$ cat config.mk
export PLATFORM = sky130hd
export DESIGN_NAME = link_integrity
export DESIGN_NICKNAME = d
export VERILOG_FILES = /design/src/rtl/linkmon_pkg.sv /design/src/rtl/linkmon_dpath.sv /design/src/rtl/linkmon_ctrl.sv /design/src/rtl/link_integrity.sv
export SDC_FILE = /design/constraint.sdc
export NUM_CORES = 1
export LEC_CHECK = 0
export ABC_AREA = 1
export BUFFER_PORTS_ARGS = -buffer_cell sky130_fd_sc_hd__buf_2
export CAP_MARGIN = 20
export CORE_MARGIN = 5
export CORE_UTILIZATION = 45
export DETAILED_ROUTE_END_ITERATION = 10
export PLACE_DENSITY = 0.64
export REMOVE_ABC_BUFFERS = 1
export SLEW_MARGIN = 5
export SYNTH_ARGS = -nofsm -noshare
export SYNTH_HDL_FRONTEND = slang
export SYNTH_HIERARCHICAL = 1
export SYNTH_SLANG_ARGS = --single-unit
$ cat constraint.sdc
create_clock -name clk -period 1.9 [get_ports clk]
set_input_delay 0.095 -clock clk [delete_from_list [all_inputs] [get_ports clk]]
set_output_delay 0.095 -clock clk [all_outputs]
set_load 0.02 [all_outputs]
$ cat src/rtl/linkmon_pkg.sv
package linkmon_pkg;

  typedef enum logic [1:0] {
    LS_FAIL  = 2'd0,
    LS_ARMED = 2'd1,
    LS_UP    = 2'd2
  } link_state_e;

  // control -> datapath strobes
  typedef struct packed {
    logic lossClear;
    logic silenceRestart;
  } ctrl_strobes_t;

  // datapath -> control flags
  typedef struct packed {
    logic lossExpired;
    logic pairOk;
  } dp_flags_t;

endpackage

$ cat src/rtl/linkmon_dpath.sv
module linkmon_dpath
  import linkmon_pkg::*;
#(
  parameter int TX_PERIOD  = 16,
  parameter int LOSS_TIME  = 95,
  parameter int MIN_GAP    = 4,
  parameter int MAX_GAP    = 70,
  parameter int STROBE_CYC = 13
) (
  input  logic          clk,
  input  logic          rstN,
  input  logic          msTick,
  input  logic          rxFrame,
  input  logic          pulseSeen,
  input  logic          pulsePolOk,
  input  ctrl_strobes_t strobes,
  output dp_flags_t     flags,
  output logic          linkPulse
);

  localparam int SIL_W  = $clog2(TX_PERIOD + 1);
  localparam int LOSS_W = $clog2(LOSS_TIME + 1);
  localparam int GAP_W  = $clog2(MAX_GAP + 2);
  localparam int STB_W  = $clog2(STROBE_CYC + 1);

  localparam logic [SIL_W-1:0]  SIL_LAST = SIL_W'(TX_PERIOD - 1);
  localparam logic [LOSS_W-1:0] LOSS_V   = LOSS_W'(LOSS_TIME);
  localparam logic [GAP_W-1:0]  GAP_SAT  = GAP_W'(MAX_GAP + 1);
  localparam logic [GAP_W-1:0]  GAP_MIN  = GAP_W'(MIN_GAP);
  localparam logic [GAP_W-1:0]  GAP_MAX  = GAP_W'(MAX_GAP);
  localparam logic [STB_W-1:0]  STB_LOAD = STB_W'(STROBE_CYC);

  // ---------------- idle pulse generator ----------------
  logic [SIL_W-1:0] silCnt;
  logic [STB_W-1:0] stbCnt;
  logic             fireNow;

  assign fireNow = !strobes.silenceRestart && msTick && (silCnt == SIL_LAST);

  always_ff @(posedge clk or negedge rstN) begin
    if (!rstN) begin
      silCnt <= '0;
    end else if (strobes.silenceRestart) begin
      silCnt <= '0;
    end else if (msTick) begin
      silCnt <= (silCnt == SIL_LAST) ? '0 : silCnt + SIL_W'(1);
    end
  end

  always_ff @(posedge clk or negedge rstN) begin
    if (!rstN) begin
      stbCnt <= '0;
    end else if (fireNow) begin
      stbCnt <= STB_LOAD;
    end else if (stbCnt != '0) begin
      stbCnt <= stbCnt - STB_W'(1);
    end
  end

  assign linkPulse = (stbCnt != '0);

  // ---------------- receive pulse qualification ----------------
  logic [GAP_W-1:0]  gapCnt;
  logic [LOSS_W-1:0] lossCnt;
  logic              goodPulse;
  logic              tooSoon;
  logic              accepted;

  assign goodPulse = pulseSeen && pulsePolOk;
  assign tooSoon   = (gapCnt < GAP_MIN);
  assign accepted  = goodPulse && !tooSoon;

  always_ff @(posedge clk or negedge rstN) begin
    if (!rstN) begin
      gapCnt <= GAP_SAT;
    end else if (accepted) begin
      gapCnt <= '0;
    end else if (msTick && (gapCnt != GAP_SAT)) begin
      gapCnt <= gapCnt + GAP_W'(1);
    end
  end

  always_ff @(posedge clk or negedge rstN) begin
    if (!rstN) begin
      lossCnt <= '0;
    end else if (strobes.lossClear || rxFrame || accepted) begin
      lossCnt <= '0;
    end else if (msTick && (lossCnt != LOSS_V)) begin
      lossCnt <= lossCnt + LOSS_W'(1);
    end
  end

  assign flags.pairOk      = accepted && (gapCnt <= GAP_MAX);
  assign flags.lossExpired = (lossCnt == LOSS_V);

  // ---------------- assertions ----------------
  a_r2_fire_raises_pulse: assert property (@(posedge clk) disable iff (!rstN)
    fireNow |=> linkPulse);

  a_r3_restart_blocks_start: assert property (@(posedge clk) disable iff (!rstN)
    strobes.silenceRestart |=> !$rose(linkPulse));

  a_r8_noise_keeps_window: assert property (@(posedge clk) disable iff (!rstN)
    (goodPulse && tooSoon && !msTick) |=> (gapCnt == $past(gapCnt)));

  a_r9_badpol_keeps_loss: assert property (@(posedge clk) disable iff (!rstN)
    (pulseSeen && !pulsePolOk && !rxFrame && !strobes.lossClear && !msTick)
      |=> (lossCnt == $past(lossCnt)));

  a_r4_loss_bounded: assert property (@(posedge clk) disable iff (!rstN)
    lossCnt <= LOSS_V);

endmodule

$ cat src/rtl/linkmon_ctrl.sv
module linkmon_ctrl
  import linkmon_pkg::*;
(
  input  logic          clk,
  input  logic          rstN,
  input  logic          testEnable,
  input  logic          txActive,
  input  logic          rxFrame,
  input  dp_flags_t     flags,
  output ctrl_strobes_t strobes,
  output logic          linkFail
);

  link_state_e state, stateNext;

  always_comb begin
    stateNext = state;
    if (!testEnable) begin
      stateNext = LS_UP;
    end else begin
      unique case (state)
        LS_FAIL:  if (rxFrame || flags.pairOk)  stateNext = LS_ARMED;
        LS_ARMED: if (!txActive && !rxFrame)    stateNext = LS_UP;
        LS_UP:    if (flags.lossExpired)        stateNext = LS_FAIL;
        default:                                stateNext = LS_FAIL;
      endcase
    end
  end

  always_ff @(posedge clk or negedge rstN) begin
    if (!rstN) state <= LS_FAIL;
    else       state <= stateNext;
  end

  assign strobes.lossClear      = (state != LS_UP);
  assign strobes.silenceRestart = !testEnable || (txActive && (state == LS_UP));
  assign linkFail               = testEnable && (state != LS_UP);

  // ---------------- assertions ----------------
  a_r4_loss_to_fail: assert property (@(posedge clk) disable iff (!rstN)
    (testEnable && state == LS_UP && flags.lossExpired) |=> (state == LS_FAIL));

  a_r6_armed_waits_idle: assert property (@(posedge clk) disable iff (!rstN)
    (testEnable && state == LS_ARMED && (txActive || rxFrame)) |=> (state == LS_ARMED));

  a_r7_fail_needs_event: assert property (@(posedge clk) disable iff (!rstN)
    (testEnable && state == LS_FAIL && !rxFrame && !flags.pairOk) |=> (state == LS_FAIL));

  a_r10_disable_forces_up: assert property (@(posedge clk) disable iff (!rstN)
    !testEnable |=> (state == LS_UP));

endmodule

$ cat src/rtl/link_integrity.sv
module link_integrity
  import linkmon_pkg::*;
#(
  parameter int TX_PERIOD  = 16,
  parameter int LOSS_TIME  = 95,
  parameter int MIN_GAP    = 4,
  parameter int MAX_GAP    = 70,
  parameter int STROBE_CYC = 13
) (
  input  logic clk,
  input  logic rstN,
  input  logic msTick,
  input  logic testEnable,
  input  logic txActive,
  input  logic rxFrame,
  input  logic pulseSeen,
  input  logic pulsePolOk,
  output logic linkPulse,
  output logic linkFail,
  output logic txEnable,
  output logic rxEnable,
  output logic loopEnable
);

  ctrl_strobes_t strobes;
  dp_flags_t     flags;

  linkmon_ctrl u_ctrl (
    .clk        (clk),
    .rstN       (rstN),
    .testEnable (testEnable),
    .txActive   (txActive),
    .rxFrame    (rxFrame),
    .flags      (flags),
    .strobes    (strobes),
    .linkFail   (linkFail)
  );

  linkmon_dpath #(
    .TX_PERIOD  (TX_PERIOD),
    .LOSS_TIME  (LOSS_TIME),
    .MIN_GAP    (MIN_GAP),
    .MAX_GAP    (MAX_GAP),
    .STROBE_CYC (STROBE_CYC)
  ) u_dpath (
    .clk        (clk),
    .rstN       (rstN),
    .msTick     (msTick),
    .rxFrame    (rxFrame),
    .pulseSeen  (pulseSeen),
    .pulsePolOk (pulsePolOk),
    .strobes    (strobes),
    .flags      (flags),
    .linkPulse  (linkPulse)
  );

  assign txEnable   = !linkFail;
  assign rxEnable   = !linkFail;
  assign loopEnable = !linkFail;

  a_r5_enables_off_in_fail: assert property (@(posedge clk) disable iff (!rstN)
    linkFail |-> (!txEnable && !rxEnable && !loopEnable));

endmodule

**Yosys cells after proc, flatten, opt, wreduce, memory -nomap -nowiden**

Index checks and enable logic that the tools add are counted.

- Divide/modulo/power cells: 0
- Multipliers: 0
- Add/sub/neg operators: 4
- Equal/unequal tests: 10
- Multiplexer cells: 14
- Shift operators: 0
- $lt $le $gt $ge: 2
- Bitwise logic cells: 0
- Reductions and logical operators: 27

Operators with widths:

| kind | number |
|---|---|
| 7-bit two-way mux | 4 |
| 5-bit two-way mux | 3 |
| 7-bit by 1-bit adder with 7-bit output, second input constant | 2 |
| 7-bit != test, second input constant | 2 |
| 1-bit logical AND | 10 |
| 2-bit two-way mux | 4 |
| 4-bit two-way mux | 2 |
| 2-bit nonzero test | 4 |
| 7-bit == test, second input constant | 1 |
| 7-bit less-or-equal comparator, second input constant | 1 |
| 7-bit by 3-bit less-than comparator with 1-bit output, second input constant | 1 |
| 1-bit zero test | 6 |
| 3-bit by 2-bit != test with 1-bit output, second input constant | 2 |
| 2-bit case mux with 3 select lines | 1 |
| 5-bit by 1-bit adder with 5-bit output, second input constant | 1 |
| 5-bit by 4-bit == test with 1-bit output, second input constant | 1 |
| 1-bit logical OR | 4 |
| 4-bit nonzero test | 1 |
| 4-bit by 1-bit subtractor with 4-bit output, second input constant | 1 |
| 3-bit != test, second input constant | 1 |
| 3-bit AND reduction | 1 |
| 2-bit by 1-bit == test with 1-bit output, second input constant | 1 |
| 2-bit == test, second input constant | 1 |
| 2-bit zero test | 1 |
| 2-bit != test, second input constant | 1 |

- Word-level logic and storage cells: 62
- Memories kept: 0
- RAM bits: 0
- Latch bits: 0
- Input bits: 8
- Output and inout port bits: 5
- Register bits after elaboration: 25
- ROM bits: 0

**Longest topological paths before layout**

Gate-level depths: netlist (run 1).

- Word-level depth: 8
- Mapped depth: 10

**By module**

The synthesis (run 1) kept the hierarchy.

By module, submodules not included:

| module | seq. area each (um2) | area each (um2) | cells an instance | times used |
|---|---|---|---|---|
| linkmon_dpath | 580.6 | 1410.1 | 178 | 1 |
| linkmon_ctrl | 50.0 | 156.4 | 27 | 1 |
| link_integrity | 0.0 | 18.8 | 3 | 1 |

**Least setup slack after synthesis (run 1)**

No wires, ideal clock.

- Path kind: register to register
- From: reg u_dpath.gapCnt[2]
- To: reg u_ctrl.state[1]
- Setup slack: 0.502 ns
- Setup time: 0.076 ns
- Buffers on the path: 2
- Arrival: 1.322 ns
- Data required time: 1.824 ns
- Stages on the path, launching flop included: 11
- Path through: dfstp_2 buf_4 nor2_4 nand3_2 nand2_4 buf_6 a21oi_1 nor2_1 nand3_1 nand2_1 o21ai_1

RTL lines:

| what | line | text |
|---|---|---|
| from (decl) | linkmon_dpath.sv:63 | `logic [GAP_W-1:0] gapCnt;` |
| from (signal assigned) | linkmon_dpath.sv:79 | `gapCnt <= gapCnt + GAP_W'(1);` |
| to (signal assigned) | linkmon_ctrl.sv:32 | `else state <= stateNext;` |
| to (decl) | linkmon_ctrl.sv:14 | `link_state_e state, stateNext;` |

**Worst setup path in the final report (run 1)**

- From: reg u_dpath.stbCnt[0]
- To: out linkPulse

- Longest elaborated chain between the ends: 1

RTL lines:

| what | line | text |
|---|---|---|
| from (decl) | linkmon_dpath.sv:35 | `logic [STB_W-1:0] stbCnt;` |
| from (signal assigned) | linkmon_dpath.sv:56 | `stbCnt <= stbCnt - STB_W'(1);` |
| 4-bit nonzero test | linkmon_dpath.sv:60 | `assign linkPulse = (stbCnt != '0);` |
| to (decl) | link_integrity.sv:18 | `output logic linkPulse,` |

Every way passes these cells.

==> results of run 1 <==
==> state kept, by name, summed over array words and instances (netlist names) <==
register	count
u_dpath/lossCnt	7
u_ctrl/state	2
u_dpath/stbCnt	4
u_dpath/gapCnt	7
u_dpath/silCnt	5
==> worst max-delay path by stage <==
stage	from	cells past startpoint	to	slack, ps
floorplan	u_dpath/gapCnt[0]$_DFFE_PN1P_	8	u_ctrl/state[1]$_DFFE_PN0P_	560
global placement	u_dpath/gapCnt[0]$_DFFE_PN1P_	8	u_ctrl/state[1]$_DFFE_PN0P_	410
detailed placement	u_dpath/gapCnt[2]$_DFFE_PN1P_	9	u_ctrl/state[1]$_DFFE_PN0P_	440
CTS	u_dpath/stbCnt[0]$_DFFE_PN0P_	6	linkPulse	240
global route	u_dpath/stbCnt[0]$_DFFE_PN0P_	6	linkPulse	110
finish	u_dpath/stbCnt[0]$_DFFE_PN0P_	6	linkPulse	260
==> cells by family (layout without fill, tap and decap cells) <==
| kind of cell | Yosys count | count (layout) | share of synthesized area [%] |
|---|---|---|---|
| AO/OA/AOI/OAI | 23 | 23 | 7.97 |
| XOR/XNOR | 4 | 4 | 2.21 |
| adder cells (fa/ha/maj) | 6 | 6 | 4.74 |
| buffers and inverters | 41 | 53 | 11.5 |
| flip-flops | 25 | 25 | 39.8 |
| AND/OR/NAND/NOR | 109 | 109 | 33.8 |
==> what timing repair did <==
item | CTS | global route
endpoints found under the hold margin | 21 | 0
hold buffers | 1 | 0
setup endpoints to repair | 0 | 0
resized for setup | 0 | 0
==> synthesized netlist by cell type, types with 4 or more instances <==
cell type,n
dfstp_2,4
o21ai_1,4
inv_2,6
nor2_2,5
nand3_1,18
a21oi_1,6
nand2_1,43
nand4_1,9
o21ai_0,9
dfrtp_1,21
ha_1,6
nor2_1,21
inv_1,30
==> metal layers <==
metal / part of all wire, % / vias up / track usage [%]
met1: 52 / 565 / 17.8
li1: - / 687 / -
met3: 3.6 / 2 / 2.03
met5: 0 / - / 0
met2: 43 / 15 / 19.7
met4: 0.76 / 0 / 3.25
==> area by class of cell <==
| cell class | instances | area [um^2] |
|---|---|---|
| Clock buffer | 3 | 22.5 |
| Multi-Input combinational cell | 142 | 772 |
| Sequential cell | 25 | 631 |
| Inverter | 36 | 135 |
| Timing Repair Buffer | 13 | 70.1 |
| Tap cell | 46 | 57.6 |
| Fill cell | 368 | 1670 |
| Clock inverter | 1 | 7.51 |
==> power groups by stage <==
stage | registers, uW | logic (uW) | clock network, uW
2_1_floorplan | 742 | 396 | 0
3_3_place_gp | 761 | 494 | 0
3_5_place_dp | 762 | 496 | 0
4_1_cts | 752 | 499 | 254
5_1_grt | 775 | 574 | 276
6_report | 753 | 491 | 241
==> metrics by stage <==
stage / cells / setup WS (ps) / instance area (um^2) / hold slack, ps / util, %
floorplan: 203 / 562 / 1540 / -201 / -
CTS: 266 / 243 / 1700 / 112 / 50.4
finish: 266 / 262 / 1700 / 117 / 50.4
global route: 266 / 112 / 1700 / 117 / 50.4
global placement: 261 / 405 / 1660 / 126 / 49.2
detailed placement: 261 / 443 / 1660 / 125 / 49.2
==> critical path: cells and delay by family (launching register included) <==
| family | cells | cell delay (ps) |
|---|---|---|
| and+or+nand+nor | 2 | 310 |
| DFF | 1 | 400 |
| buffers and inverters | 3 | 370 |
| adders and majority gates | 1 | 150 |
==> layout by cell type, fill, tap and decap left out, types with 2 or more instances in the layout <==
master	instances
o21ai_0	9
nand2_4	3
dfrtp_1	21
a21oi_1	6
nor2_1	21
xor2_1	3
buf_2	12
nor2_2	5
ha_1	6
nand3_2	2
clkbuf_4	3
nor2_4	2
inv_1	30
nand4_1	9
nand3_1	18
or2_2	2
nand2_1	43
inv_2	6
o21ai_1	4
dfstp_2	4
==> impl_metrics.yaml, run 1 <==
outcome:
  status: "completed"
timing:
  setup_viol: 0
  worst_slew_pin_slew_ps: 562
  rsz0062_at_grt: "no"
  slew_headroom_pct: 62.5
  timing.setup.tns_ps: 0
  finalHoldViolCount: 0
  max_clock_freq_mhz: 611
  maxSlewViolCount: 0
  period_needed_ps: 1640
  skew_ps: 1.91
  fin_crit_sh_pct: 86.2
setup_path:
  required_ps: 1800
  rr_worst_depth: 9
  worstReg2RegEnd: "u_ctrl/state[1]$_DFFE_PN0P_"
  path_common_cell: "inv_1"
  crit_slowest_cell: "dfrtp_1"
  reg2reg_from: "u_dpath/gapCnt[2]$_DFFE_PN1P_"
  path_max_fanout: 6
  path_class: "reg2out"
  r2r_slack_ps: 410
  startpoint_type: "register"
  cpPeakStageDelay_ps: 400
  cp-end-kind: "output port"
  arrival_ps: 1540
  cp_cell_sequence: "inv_1 > ha_1 > nand2_1 > nor2_1 > inv_1 > buf_2"
drt:
  final_antenna_net_count: 0
  wl_per_cell_um: 10.4
  route.detailed.drc: 0
  drt-total-wl_mm: 2.77
  via_per_inst: 4.77
  dr.pass1.iters: 4
  vias: 1269
  drtIter0Drc: 71
logic_synthesis:
  syn_area_um2: 1590
  avgSynthCellArea_um2: 7.62
  synth-seq-cells: 25
  ys_top_cells_by_area: "dfrtp_1 (33%), nand2_1 (10%), inv_1 (7.1%)"
  synthCells: 208
  synth_top_area_cell: "dfrtp_1"
  synth.top_cell.area_share_pct: 33.1
  async_flop_share_pct: 100
  synth_cell_types: 30
  yosys_warnings: 6
  synth_edf_count: 0
  yosysSeqAreaShare_pct: 39.8
  yosys_most_used_dff: "dfrtp_1"
clock_network:
  cts_root_buffer: "clkbuf_4"
  cts_tree: "yes"
  clkTransAtPathRegs_ps: 140
  cts_max_level: 1
  cts_sinks: 25
  clock_latency_ps: 310
  cts_made_buffers: 3
  cts_setup_buffers: 0
  cts_buffer_depth: 2
power_and_ir_drop:
  netSwitchingPower_uw: 561
  ir_drop_mv: 0.563
  p_per_area_nw_per_um2: 877
  p_leak_uw: 0.000892
  seqPwrFrac_pct: 50.7
  power_frac_comb_pct: 33.1
  p_sw_share_pct: 37.7
  intPower_uw: 925
  pwr-share-clk_pct: 16.2
  power.total_uw: 1490
floorplanning:
  die-area_um2: 4810
  initial_utilization_pct: 47.1
  die_h_um: 69.4
  fp-row-count: 21
  coreArea_um2: 3360
  die_x_um: 69.4
  io_pins: 13
final_layout:
  diodes: 0
  nNetsFinal: 235
  drive_above_1_share_pct: 20.0
  area_growth_pct: 6.95
placed_design:
  port-buffer-count: 12
  gp_congestion: 0.777
  dpl.hpwl_mm: 2.13
run:
  maxCapViolations: 0
global_routing:
  grt_pass1_wl_mm: 5.07
  grt_use_total_pct: 12.5
  overflow: 0
  first_global_vias: 1193
  grt_max_degree: 26
  antenna_found_initial: 0
min_path:
  hp-class: "in2reg"
  min_from: "testEnable"
  hold_depth: 3
  whs_endpoint: "u_ctrl/state[0]$_DFFE_PN0P_"
No activity file was read; power rests on OpenSTA's default activity.
==> run 2, diff against run 1 <==
--- a/config.mk
+++ b/config.mk
@@ -8,12 +8,12 @@
 export ABC_AREA = 1
 export BUFFER_PORTS_ARGS = -buffer_cell sky130_fd_sc_hd__buf_2
 export CAP_MARGIN = 20
+export CORE_ASPECT_RATIO = 0.8
 export CORE_MARGIN = 5
 export CORE_UTILIZATION = 45
 export DETAILED_ROUTE_END_ITERATION = 10
 export PLACE_DENSITY = 0.64
 export REMOVE_ABC_BUFFERS = 1
-export SLEW_MARGIN = 5
 export SYNTH_ARGS = -nofsm -noshare
 export SYNTH_HDL_FRONTEND = slang
 export SYNTH_HIERARCHICAL = 1
==> run 2 against run 1 <==
  * First-iteration DRC count shrank 17%
  * Non-clock buffer count is the same
  * Combinational power grew 1%
  * Design area grew 0.59%
  * Total power grew 5.1%
  * Sequential cell count is the same
  * Clock power grew 28%
  * Core utilization shrank 0.59 points
  * Highest routed layer unchanged
  * Largest power group unchanged
==> impl_metrics.yaml, run 2 (synthesis results as in run 1) <==
setup_path:
  rr_worst_depth: 8
  cp-end-kind: "output port"
  r2r_slack_ps: 410
  arrival_ps: 1490
  startpoint_type: "register"
  crit_start: "u_dpath/stbCnt[0]$_DFFE_PN0P_"
  crit_end: "linkPulse"
  path_class: "reg2out"
  path_max_fanout: 6
  reg2reg_from: "u_dpath/gapCnt[0]$_DFFE_PN1P_"
  required_ps: 1800
  worstReg2RegEnd: "u_ctrl/state[1]$_DFFE_PN0P_"
placed_design:
  post-place-ws_ps: 401
  gp_congestion: 0.803
  dpl.hpwl_mm: 2.22
  place_area_um2: 1650
  port-buffer-count: 12
min_path:
  hp-class: "in2reg"
drt:
  drtIter0Drc: 59
  via_per_inst: 4.83
  drt-total-wl_mm: 2.91
  wl_per_cell_um: 11.1
  final_antenna_net_count: 0
  route.detailed.drc: 0
  dr.pass1.iters: 4
  vias: 1266
timing:
  fin_crit_sh_pct: 83.6
  maxSlewViolCount: 0
  rsz0062_at_grt: "no"
  timing.setup.tns_ps: 0
  finalHoldViolCount: 0
  worst_slew_pin_slew_ps: 570
  max_clock_freq_mhz: 630
  setup_viol: 0
  worst_slack_ps: 312
  slew_headroom_pct: 62.0
  period_needed_ps: 1590
  skew_ps: 3.07
final_layout:
  final_common_cell: "nand2_1"
  final_area_um2: 1710
  nNetsFinal: 235
  multi_input_area_um2: 772
  seq_area_um2: 631
  fill_cells: 344
  top_regs: "u_dpath/gapCnt (7), u_dpath/lossCnt (7), u_dpath/silCnt (5)"
  diodes: 0
  area_growth_pct: 7.58
  final_cell_mix: "nand2_1 (43), inv_1 (30), nor2_1 (21), dfrtp_1 (21), nand3_1 (18)"
  drive_above_1_share_pct: 19.5
global_routing:
  first_global_vias: 1166
  grt_pass1_wl_mm: 5.34
  grt_use_total_pct: 13.3
  antenna_found_initial: 0
  grt_max_degree: 26
  overflow: 0
clock_network:
  cts_made_buffers: 3
  cts_tree: "yes"
  cts_buffer_depth: 2
  cts_max_level: 1
  clock_latency_ps: 260
  clkTransAtPathRegs_ps: 80
  cts_sinks: 25
  cts_root_buffer: "clkbuf_8"
power_and_ir_drop:
  ir_drop_mv: 0.592
  p_per_area_nw_per_um2: 916
  p_leak_uw: 0.000901
  power.total_uw: 1560
floorplanning:
  die_x_um: 76.4
  fp-row-count: 19
  die_h_um: 63.1
  coreArea_um2: 3420
  initial_utilization_pct: 46.3
  io_pins: 13
  die-area_um2: 4820
run:
  maxCapViolations: 0
outcome:
  status: "completed"
==> run 2: how the worst min path moves through the flow <==
| stage | startpoint | endpoint | slack, ps | depth (start not counted) |
|---|---|---|---|---|
| after detailed placement | rstN | u_dpath/stbCnt[3]$_DFFE_PN0P_ | 130 | 1 |
| final | testEnable | u_ctrl/state[0]$_DFFE_PN0P_ | 190 | 3 |
| after global placement | rstN | u_dpath/stbCnt[3]$_DFFE_PN0P_ | 120 | 1 |
| after floorplan | rstN | u_ctrl/state[0]$_DFFE_PN0P_ | -200 | 0 |
| after CTS | testEnable | u_ctrl/state[0]$_DFFE_PN0P_ | 180 | 3 |
| after global routing | testEnable | u_ctrl/state[0]$_DFFE_PN0P_ | 220 | 3 |
==> run 2: final cells by class <==
cell class / instances / area share [%]
Clock buffer: 4 / 2.64
Inverter: 36 / 7.92
Multi-Input combinational cell: 142 / 45.3
Timing Repair Buffer: 13 / 4.11
Sequential cell: 25 / 37.0
Tap cell: 42 / 3.08
==> run 2: stage by stage <==
stage | instances | utilization [%] | hold WS [ps]
floorplan | 203 | - | -201
global placement | 257 | 48.2 | 125
detailed placement | 257 | 48.2 | 134
CTS | 262 | 49.8 | 178
global route | 262 | 49.8 | 216
finish | 262 | 49.8 | 188
==> run 2: routing by layer <==
layer | up-vias | share of wire (%) | GRT usage (%)
met5 | - | 0 | 0
met3 | 2 | 4.0 | 3.42
met2 | 18 | 42 | 19.8
met4 | 0 | 0.65 | 2.62
met1 | 562 | 53 | 19.5
li1 | 684 | - | -
==> run 2: repair_timing <==
| item | CTS | global route |
|---|---|---|
| hold buffers | 1 | 0 |
| resized for setup | 0 | 0 |
| setup endpoints to repair | 0 | 0 |
| setup buffers | 0 | 0 |
| endpoints found under the hold margin | 21 | 0 |
==> run 2: critical path, stage by stage (launching register included) <==
cell	delay (ps)
dfrtp_1	390
inv_1	110
ha_1	160
nand2_1	50
nor2_1	250
inv_1	100
buf_2	170
==> run 2: power breakdown <==
group          leakage, uW  switching, uW  internal, uW
Combinational     0.000556            302           195
Sequential        0.000322            106           651
Clock            0.0000228            158           150
Total             0.000901            567           996
